--- src/rtl/extint_pkg.sv ---
package extint_pkg;

    localparam int REG_W      = 8;
    localparam int SENSE_LSB  = 0;
    localparam int SLEEP_PD_B = 4;
    localparam int SLEEP_EN_B = 5;
    localparam int FLAG_BIT   = 0;

    typedef enum logic [1:0] {
        SENSE_LOW  = 2'b00,
        SENSE_NONE = 2'b01,
        SENSE_FALL = 2'b10,
        SENSE_RISE = 2'b11
    } sense_e;

    typedef enum logic {
        FLAG_IDLE    = 1'b0,
        FLAG_PENDING = 1'b1
    } flag_state_e;

    typedef struct packed {
        logic   sleep_en;
        logic   sleep_pd;
        sense_e sense;
    } ctrl_t;

endpackage

--- src/rtl/extint_pin_sync.sv ---
module extint_pin_sync #(
    parameter int   STAGES  = 2,
    parameter logic RST_LVL = 1'b1
) (
    input  logic clk,
    input  logic rst_n,
    input  logic pin_i,
    output logic level_o,
    output logic fall_o,
    output logic rise_o
);

    localparam int LAST = STAGES - 1;

    logic [LAST:0] chain_q;
    logic          hist_q;

    generate
        if (STAGES < 2) begin : g_bad_depth
            initial $error("extint_pin_sync needs at least two stages");
        end
    endgenerate

    always_ff @(posedge clk) begin
        if (!rst_n) begin
            chain_q <= {STAGES{RST_LVL}};
            hist_q  <= RST_LVL;
        end else begin
            chain_q <= {chain_q[LAST-1:0], pin_i};
            hist_q  <= chain_q[LAST];
        end
    end

    always_comb begin
        level_o = chain_q[LAST];
        fall_o  = hist_q & ~chain_q[LAST];
        rise_o  = ~hist_q & chain_q[LAST];
    end

endmodule

--- src/rtl/extint_ctrl_reg.sv ---
module extint_ctrl_reg
    import extint_pkg::*;
#(
    parameter int DATA_W = REG_W
) (
    input  logic              clk,
    input  logic              rst_n,
    input  logic              wr_i,
    input  logic [DATA_W-1:0] wdata_i,
    output ctrl_t             ctrl_o,
    output logic              sense_change_o,
    output logic [DATA_W-1:0] rdata_o
);

    ctrl_t  ctrl_q;
    sense_e wr_sense;

    always_comb begin
        wr_sense       = sense_e'(wdata_i[SENSE_LSB +: 2]);
        sense_change_o = wr_i && (wr_sense != ctrl_q.sense);
    end

    always_ff @(posedge clk) begin
        if (!rst_n) begin
            ctrl_q <= '{sleep_en: 1'b0, sleep_pd: 1'b0, sense: SENSE_LOW};
        end else if (wr_i) begin
            ctrl_q.sense    <= wr_sense;
            ctrl_q.sleep_pd <= wdata_i[SLEEP_PD_B];
            ctrl_q.sleep_en <= wdata_i[SLEEP_EN_B];
        end
    end

    always_comb begin
        rdata_o                   = '0;
        rdata_o[SENSE_LSB +: 2]   = ctrl_q.sense;
        rdata_o[SLEEP_PD_B]       = ctrl_q.sleep_pd;
        rdata_o[SLEEP_EN_B]       = ctrl_q.sleep_en;
        ctrl_o                    = ctrl_q;
    end

endmodule

--- src/rtl/extint_flag_fsm.sv ---
module extint_flag_fsm
    import extint_pkg::*;
(
    input  logic   clk,
    input  logic   rst_n,
    input  sense_e sense_i,
    input  logic   fall_i,
    input  logic   rise_i,
    input  logic   ack_i,
    input  logic   w1c_i,
    input  logic   sense_change_i,
    output logic   pending_o
);

    flag_state_e state_q;
    flag_state_e state_d;
    logic        edge_hit;
    logic        clear_req;

    always_comb begin
        unique case (sense_i)
            SENSE_FALL: edge_hit = fall_i;
            SENSE_RISE: edge_hit = rise_i;
            SENSE_LOW:  edge_hit = 1'b0;
            SENSE_NONE: edge_hit = 1'b0;
            default:    edge_hit = 1'b0;
        endcase
        clear_req = ack_i | w1c_i;
    end

    // Next state: reconfiguration beats a new edge, a new edge beats ack/W1C.
    always_comb begin
        state_d = state_q;
        unique case (state_q)
            FLAG_IDLE: begin
                if (edge_hit && !sense_change_i) begin
                    state_d = FLAG_PENDING;
                end
            end
            FLAG_PENDING: begin
                if (sense_change_i) begin
                    state_d = FLAG_IDLE;
                end else if (edge_hit) begin
                    state_d = FLAG_PENDING;
                end else if (clear_req) begin
                    state_d = FLAG_IDLE;
                end
            end
            default: state_d = FLAG_IDLE;
        endcase
    end

    always_ff @(posedge clk) begin
        if (!rst_n) begin
            state_q <= FLAG_IDLE;
        end else begin
            state_q <= state_d;
        end
    end

    always_comb begin
        unique case (state_q)
            FLAG_PENDING: pending_o = 1'b1;
            FLAG_IDLE:    pending_o = 1'b0;
            default:      pending_o = 1'b0;
        endcase
    end

endmodule

--- src/rtl/extint_sense_unit.sv ---
module extint_sense_unit
    import extint_pkg::*;
#(
    parameter int DATA_W      = REG_W,
    parameter int SYNC_STAGES = 2
) (
    input  logic              clk,
    input  logic              rst_n,
    input  logic              pin_pad_i,
    input  logic              pin_drive_en_i,
    input  logic              pin_drive_val_i,
    input  logic              reg_sel_i,
    input  logic              reg_wr_i,
    input  logic [DATA_W-1:0] reg_wdata_i,
    output logic [DATA_W-1:0] reg_rdata_o,
    input  logic              global_ie_i,
    input  logic              src_mask_i,
    input  logic              irq_ack_i,
    output logic              irq_req_o,
    output logic              sleep_en_o,
    output logic              sleep_pd_o
);

    logic              pin_eff;
    logic              sync_lvl;
    logic              sync_fall;
    logic              sync_rise;
    logic              wr_ctrl;
    logic              wr_flag_clr;
    logic              sense_change;
    logic              pending;
    logic              raw_req;
    logic [DATA_W-1:0] ctrl_rdata;
    ctrl_t             ctrl;

    always_comb begin
        pin_eff     = pin_drive_en_i ? pin_drive_val_i : pin_pad_i;
        wr_ctrl     = reg_wr_i && !reg_sel_i;
        wr_flag_clr = reg_wr_i && reg_sel_i && reg_wdata_i[FLAG_BIT];
    end

    extint_pin_sync #(
        .STAGES  (SYNC_STAGES),
        .RST_LVL (1'b1)
    ) u_sync (
        .clk     (clk),
        .rst_n   (rst_n),
        .pin_i   (pin_eff),
        .level_o (sync_lvl),
        .fall_o  (sync_fall),
        .rise_o  (sync_rise)
    );

    extint_ctrl_reg #(
        .DATA_W (DATA_W)
    ) u_ctrl (
        .clk            (clk),
        .rst_n          (rst_n),
        .wr_i           (wr_ctrl),
        .wdata_i        (reg_wdata_i),
        .ctrl_o         (ctrl),
        .sense_change_o (sense_change),
        .rdata_o        (ctrl_rdata)
    );

    extint_flag_fsm u_flag (
        .clk            (clk),
        .rst_n          (rst_n),
        .sense_i        (ctrl.sense),
        .fall_i         (sync_fall),
        .rise_i         (sync_rise),
        .ack_i          (irq_ack_i),
        .w1c_i          (wr_flag_clr),
        .sense_change_i (sense_change),
        .pending_o      (pending)
    );

    always_comb begin
        unique case (ctrl.sense)
            SENSE_LOW:  raw_req = ~sync_lvl;
            SENSE_NONE: raw_req = 1'b0;
            SENSE_FALL: raw_req = pending;
            SENSE_RISE: raw_req = pending;
            default:    raw_req = 1'b0;
        endcase
        irq_req_o = raw_req & global_ie_i & src_mask_i;
    end

    always_comb begin
        if (reg_sel_i) begin
            reg_rdata_o           = '0;
            reg_rdata_o[FLAG_BIT] = pending;
        end else begin
            reg_rdata_o = ctrl_rdata;
        end
        sleep_en_o = ctrl.sleep_en;
        sleep_pd_o = ctrl.sleep_pd;
    end

endmodule

--- config.mk ---
export PLATFORM = sky130hd
export DESIGN_NAME = extint_sense_unit
export DESIGN_NICKNAME = d
export VERILOG_FILES = /design/src/rtl/extint_pkg.sv /design/src/rtl/extint_pin_sync.sv /design/src/rtl/extint_ctrl_reg.sv /design/src/rtl/extint_flag_fsm.sv /design/src/rtl/extint_sense_unit.sv
export SDC_FILE = /design/constraint.sdc
export NUM_CORES = 1
export LEC_CHECK = 0
export BUFFER_PORTS_ARGS = -buffer_cell sky130_fd_sc_hd__buf_2
export CORE_AREA = 4 4 41 43
export DETAILED_ROUTE_END_ITERATION = 12
export DIE_AREA = 0 0 45 47
export GPL_ROUTABILITY_DRIVEN = 0
export PLACE_DENSITY = 0.7
export SYNTH_ARGS = -nofsm -noshare
export SYNTH_HDL_FRONTEND = slang
export SYNTH_SLANG_ARGS = --single-unit
--- constraint.sdc ---
create_clock -name clk -period 1.1 [get_ports clk]
set_input_delay 0.165 -clock clk [delete_from_list [all_inputs] [get_ports clk]]
set_output_delay 0.165 -clock clk [all_outputs]
set_load 0.005 [all_outputs]
# After elaboration in Yosys (flattened, before gate mapping)
# Index checks and enable logic that the tools add are counted.
classes:
  n_eq_ne: 4
  muxes: 10
  n_bitwise: 8
  reduce_logical: 10
ops:
  columns: ["operator", "n"]
  rows:
  - ["2-to-1 mux 6 bit", 1]
  - ["case mux 1 bit (3 select lines)", 2]
  - ["logical AND 1 bit", 5]
  - ["2-to-1 mux 1 bit", 5]
  - ["AND 1 bit", 4]
  - ["equality test 2 bit (second input constant)", 2]
  - ["case mux 1 bit (2 select lines)", 2]
  - ["OR reduction 2 bit", 2]
  - ["inverter 1 bit", 3]
  - ["equality test 2 x 1 -> 1 bit (second input constant)", 1]
  - ["zero test 1 bit", 2]
  - ["zero test 2 bit", 1]
  - ["!= test 2 bit", 1]
  - ["bitwise OR 1 bit", 1]
word_totals:
  register_bits: 8
  out_inout_bits: 11
  word_cells: 38

# Logic depth before layout (Yosys ltp)
logic_depth:
  word_depth: 7
  ltp_mapped: 4
  depth_no_buf: 3

# Cells and area by module
# A second synthesis with hierarchy kept.
hier_totals:
  cells_unflattened: 53
  area_unflattened_um2: 495.5
by_module_without_submodules:
  columns: ["mod", "instances", "cells_per_inst", "area_each_um2", "seq_area_each_um2"]
  rows:
  - ["extint_ctrl_reg", 1, 25, 245.2, 80.1]
  - ["extint_sense_unit", 1, 15, 97.6, 0.0]
  - ["extint_pin_sync", 1, 8, 91.3, 60.1]
  - ["extint_flag_fsm", 1, 5, 61.3, 20.0]

# Worst setup path after synthesis
# No wires, ideal clock.
synth_timing:
  path_kind: "register -> register"
  startpoint: "register u_ctrl.ctrl_q, in the netlist u_ctrl.ctrl_o[0]"
  endpoint: "register u_flag.state_q"
  setup_time_ns: 0.086
  t_arrival_ns: 0.820
  required_time_ns: 1.014
  path_slack_ns: 0.193
  path_stages_with_launch: 4
  path_cell_list: "dfxtp_1 nor3b_1 o21ai_1 a221oi_2"
synth_via:
  elab_chain_len: 6
  word_cells_on_any_way: 14
  cone_classes: "4 x eq/ne; 5 x mux; 5 x reduce/logical"
synth_rtl:
  columns: ["element", "line_no", "source"]
  rows:
  - ["from (decl)", "extint_ctrl_reg.sv:15", "ctrl_t ctrl_q;"]
  - ["from (signal assigned)", "extint_ctrl_reg.sv:25", "ctrl_q <= '{sleep_en: 1'b0, sleep_pd: 1'b0, sense: SENSE_LOW};"]
  - ["equality test 2 x 1 -> 1 bit (tied with other cells)", "extint_flag_fsm.sv:21", "unique case (sense_i)"]
  - ["OR reduction 2 bit (no source line) or logical AND 1 bit (tied branches)", null, null]
  - ["case mux 1 bit (3 select lines) or zero test 1 bit (tied branches)", "extint_flag_fsm.sv:21, extint_flag_fsm.sv:36", null]
  - ["2-to-1 mux 1 bit or logical AND 1 bit (tied branches)", "extint_flag_fsm.sv:43, extint_flag_fsm.sv:36", null]
  - ["2-to-1 mux 1 bit (on tied branches)", "extint_flag_fsm.sv:41, extint_flag_fsm.sv:36", null]
  - ["case mux 1 bit (2 select lines) (*)", "extint_flag_fsm.sv:34", "unique case (state_q)"]
  - ["to (signal assigned)", "extint_flag_fsm.sv:57", "state_q <= state_d;"]
  - ["to (decl)", "extint_flag_fsm.sv:15", "flag_state_e state_q;"]
# Every way passes the cells marked *; elsewhere a longest branch is shown, timed or not.
# A chain may end at the register's enable or synchronous reset.

# Worst setup path after layout
layout_timing:
  startpoint: "register u_ctrl.ctrl_q, in the netlist u_ctrl.ctrl_o[0]"
  endpoint: "output port reg_rdata_o[0]"
layout_via:
  elab_chain_len: 1
layout_rtl:
  columns: ["element", "line_no", "source"]
  rows:
  - ["2-to-1 mux 6 bit", "extint_sense_unit.sv:90", "if (reg_sel_i) begin"]
  - ["to (decl)", "extint_sense_unit.sv:15", "output logic [DATA_W-1:0] reg_rdata_o,"]
# Every way passes these cells.

==> summary.txt <==
Die
  – Initial Util: 31.5%
  – Area of the core: 1300 µm²
  – Die ar.: 2120 µm²
  – IO Pins: 29
  – Core Rows: 13
  – Vert. Die Dim: 47 µm
  – Die Width: 45 µm

Synthesis
  – Synthesis Warnings: 0
  – Synth Area per Inst: 9.12 µm²
  – Largest family of logic cells by synthesized area: simple AND/OR/NAND/NOR gates
  – Post-Synthesis Cell Area: 410 µm²
  – Multiplexer share of the synthesized area: 14.9%
  – Post-Synthesis Cells: 45
  – Simple-Gate Fraction of Synth Area: 24.7%
  – Library cells used by synthesis: 19
  – Post-Synth Adder-Cell Area: 0%
  – Yosys reg bits: 8
  – Register area share after synthesis: 39.0%
  – Area share of xor/xnor cells in the synthesized design: 4.27%
  – Compound-Gate Fraction of Synth Area: 6.10%

Route
  – DR WL/cell: 10.1 µm
  – Via count: 381
  – Drt via density: 4.54
  – DR iter-0 viols: 3
  – ANT nets after route: 0
  – Total Routed Length: 846 µm
  – Drt first pass iters: 4
  – DRC Markers: 0

Pwr
  – Worst VDD drop: 0.000452 V
  – Overall power: 632 µW
  – Leak pwr: 0.000280 µW
  – Pwr dens: 1100 nW/µm²

Placed design
  – DP Area: 510 µm²
  – DP Cell Count: 79
  – Port Buf Inserts: 20
  – Hpwl dp: 637 µm
  – Dpl ws: 0.108 ns

Layout
  – Finished Cell Area: 577 µm²
  – Syn-to-layout area delta: 40.5%
  – Post-route insts no fill: 84
  – Commonest non-fill, non-tap cell in the layout: buf_2
  – Layout cell share with drive strength beyond 1: 47.8%
  – Layout net count: 89
  – Most frequent cells in the layout: 19 x buf_2, 5 x nor2_1, 5 x mux2i_1, 5 x dfxtp_1
  – N_diodes: 0
  – FILL cells: 128

Worst setup path
  – Element type at the critical path end: output pin
  – CP Launch Point: u_ctrl.ctrl_o[0]$_SDFFE_PN0P_
  – Reg-to-reg startpoint: u_ctrl.ctrl_o[0]$_SDFFE_PN0P_
  – Arrival @ worst endpoint: 0.97 ns
  – Startpoint types: register
  – WP data required: 0.94 ns
  – Critical path class: reg2out
  – Worst R2R Path Depth: 4
  – Crit-path max FO: 3

STA
  – RSZ-0062 raised after global routing: yes
  – Peak Freq: 880 MHz
  – Final Hold Fails: 0
  – Fin crit period: 1.14 ns
  – Setup ws final: -0.0368 ns
  – Setup TNS: -0.0713 ns
  – Worst Skew: 0.00494 ns
  – Final Cycle Share: 103%
  – Setup violations, final: 2
  – Count of pins over their slew limit: 0

GRT
  – Largest net degree at the start of global routing: 7
  – Remaining Overflow, GRT: 0
  – First-pass GRT wire length: 1.28 mm
  – Vias in the first global route: 317
  – Initial antenna violation count: 0
  – Total GRT Usage: 8.80%

Clock network
  – CTS tree: yes
  – Root buffer cell: clkbuf_4
  – Clock Sinks: 8
  – H-Tree Depth: 1
  – Worst-Skew Late Latency: 0.25 ns
  – CTS Buffer Depth: 2
  – CTS Buf Count: 3
  – Clock slew at reported path FFs: 0.05 ns

Hold path
  – Hold Crit Class: in2reg
  – WHS Path Cells: 2
  – Hold_sp: rst_n

Status
  – Failing checks: negative setup slack
  – Status: finished with violations

Flow run
  – Max Cap Viol: 0
cell usage after synthesis:
| cell | n | share of area [%] |
|---|---|---|
| inv_1 | 1 | 0.91 |
| nor3b_1 | 1 | 1.8 |
| o21ai_1 | 1 | 1.2 |
| mux2_1 | 1 | 2.7 |
| a221oi_2 | 1 | 3.7 |
| nand3b_1 | 1 | 1.8 |
| nand2_1 | 3 | 2.7 |
| nor3_1 | 1 | 1.2 |
| xnor2_1 | 2 | 4.3 |
| dfxtp_1 | 8 | 39 |
| nand2b_1 | 2 | 3.0 |
| nand3_1 | 1 | 1.2 |
| nor2b_1 | 4 | 6.1 |
| mux2i_1 | 5 | 12 |
| nor2_1 | 5 | 4.6 |
| a21oi_1 | 1 | 1.2 |
| conb_1 | 1 | 0.91 |
| buf_4 | 5 | 9.1 |
| and3b_1 | 1 | 2.1 |
flip-flops by register name, summed over array words and instances, names as in the netlist:
name / cells
u_sync.chain_q: 2
u_flag.state_q: 1
u_sync.hist_q: 1
u_ctrl.ctrl_o: 4
critical path, stage by stage, from the launching register on:
cell and delay [ns]:
dfxtp_4 0.34, mux2_4 0.27, buf_6 0.11
path summary, 6_finish.rpt:
kind / slack [ns] / end
min reg2reg: 0.40 / u_sync.chain_q[1]$_SDFF_PN1_
max: -0.04 / reg_rdata_o[0]
max reg2reg: 0.03 / u_flag.state_q$_SDFF_PN0_
min: 0.11 / u_sync.chain_q[1]$_SDFF_PN1_
metrics by stage:
step	util [%]	hold slack, ns
final	44.3	0.112
after global routing	44.3	0.120
after CTS	43.9	0.105
after detailed placement	39.2	0.374
after global placement	39.2	0.366
after floorplan	-	0.227
where the power goes:
part,switching [µW],leakage (µW),internal [µW]
sequential,9.33,0.0000666,301
combinational,44.7,0.000199,56.8
clock,95.8,0.0000138,125
total,150,0.000280,482
layer usage:
layer,routed length [µm],GRT usage (%),up-vias
li1,-,-,188
met1,334,10.1,169
met2,383,13.0,19
met3,96,2.30,5
met4,32,8.77,0
met5,0,0,-
what timing repair did:
action	CTS	global route
gates resized for setup	8	1
hold buffers	0	0
setup endpoints to repair	3	3
hold endpoints to repair	0	0
pin swaps	2	0
setup buffers	2	0
logic make-up after synthesis:
group / after synthesis
and+or+nand+nor: 19
AOI/OAI and AO/OA: 3
DFF: 8
muxes: 6
buffers and inverters: 6
xor gates and xnor gates: 2
other: 1
cell type report:
| class | instances | area (µm²) | share of cell area, % |
|---|---|---|---|
| multi-input combinational | 34 | 234 | 40.6 |
| tap | 15 | 18.8 | 3.25 |
| clock buffer | 3 | 22.5 | 3.90 |
| sequential | 8 | 169 | 29.3 |
| inverter | 1 | 3.75 | 0.651 |
| timing repair buffer | 23 | 129 | 22.3 |
No activity file was read; power rests on OpenSTA's default activity.
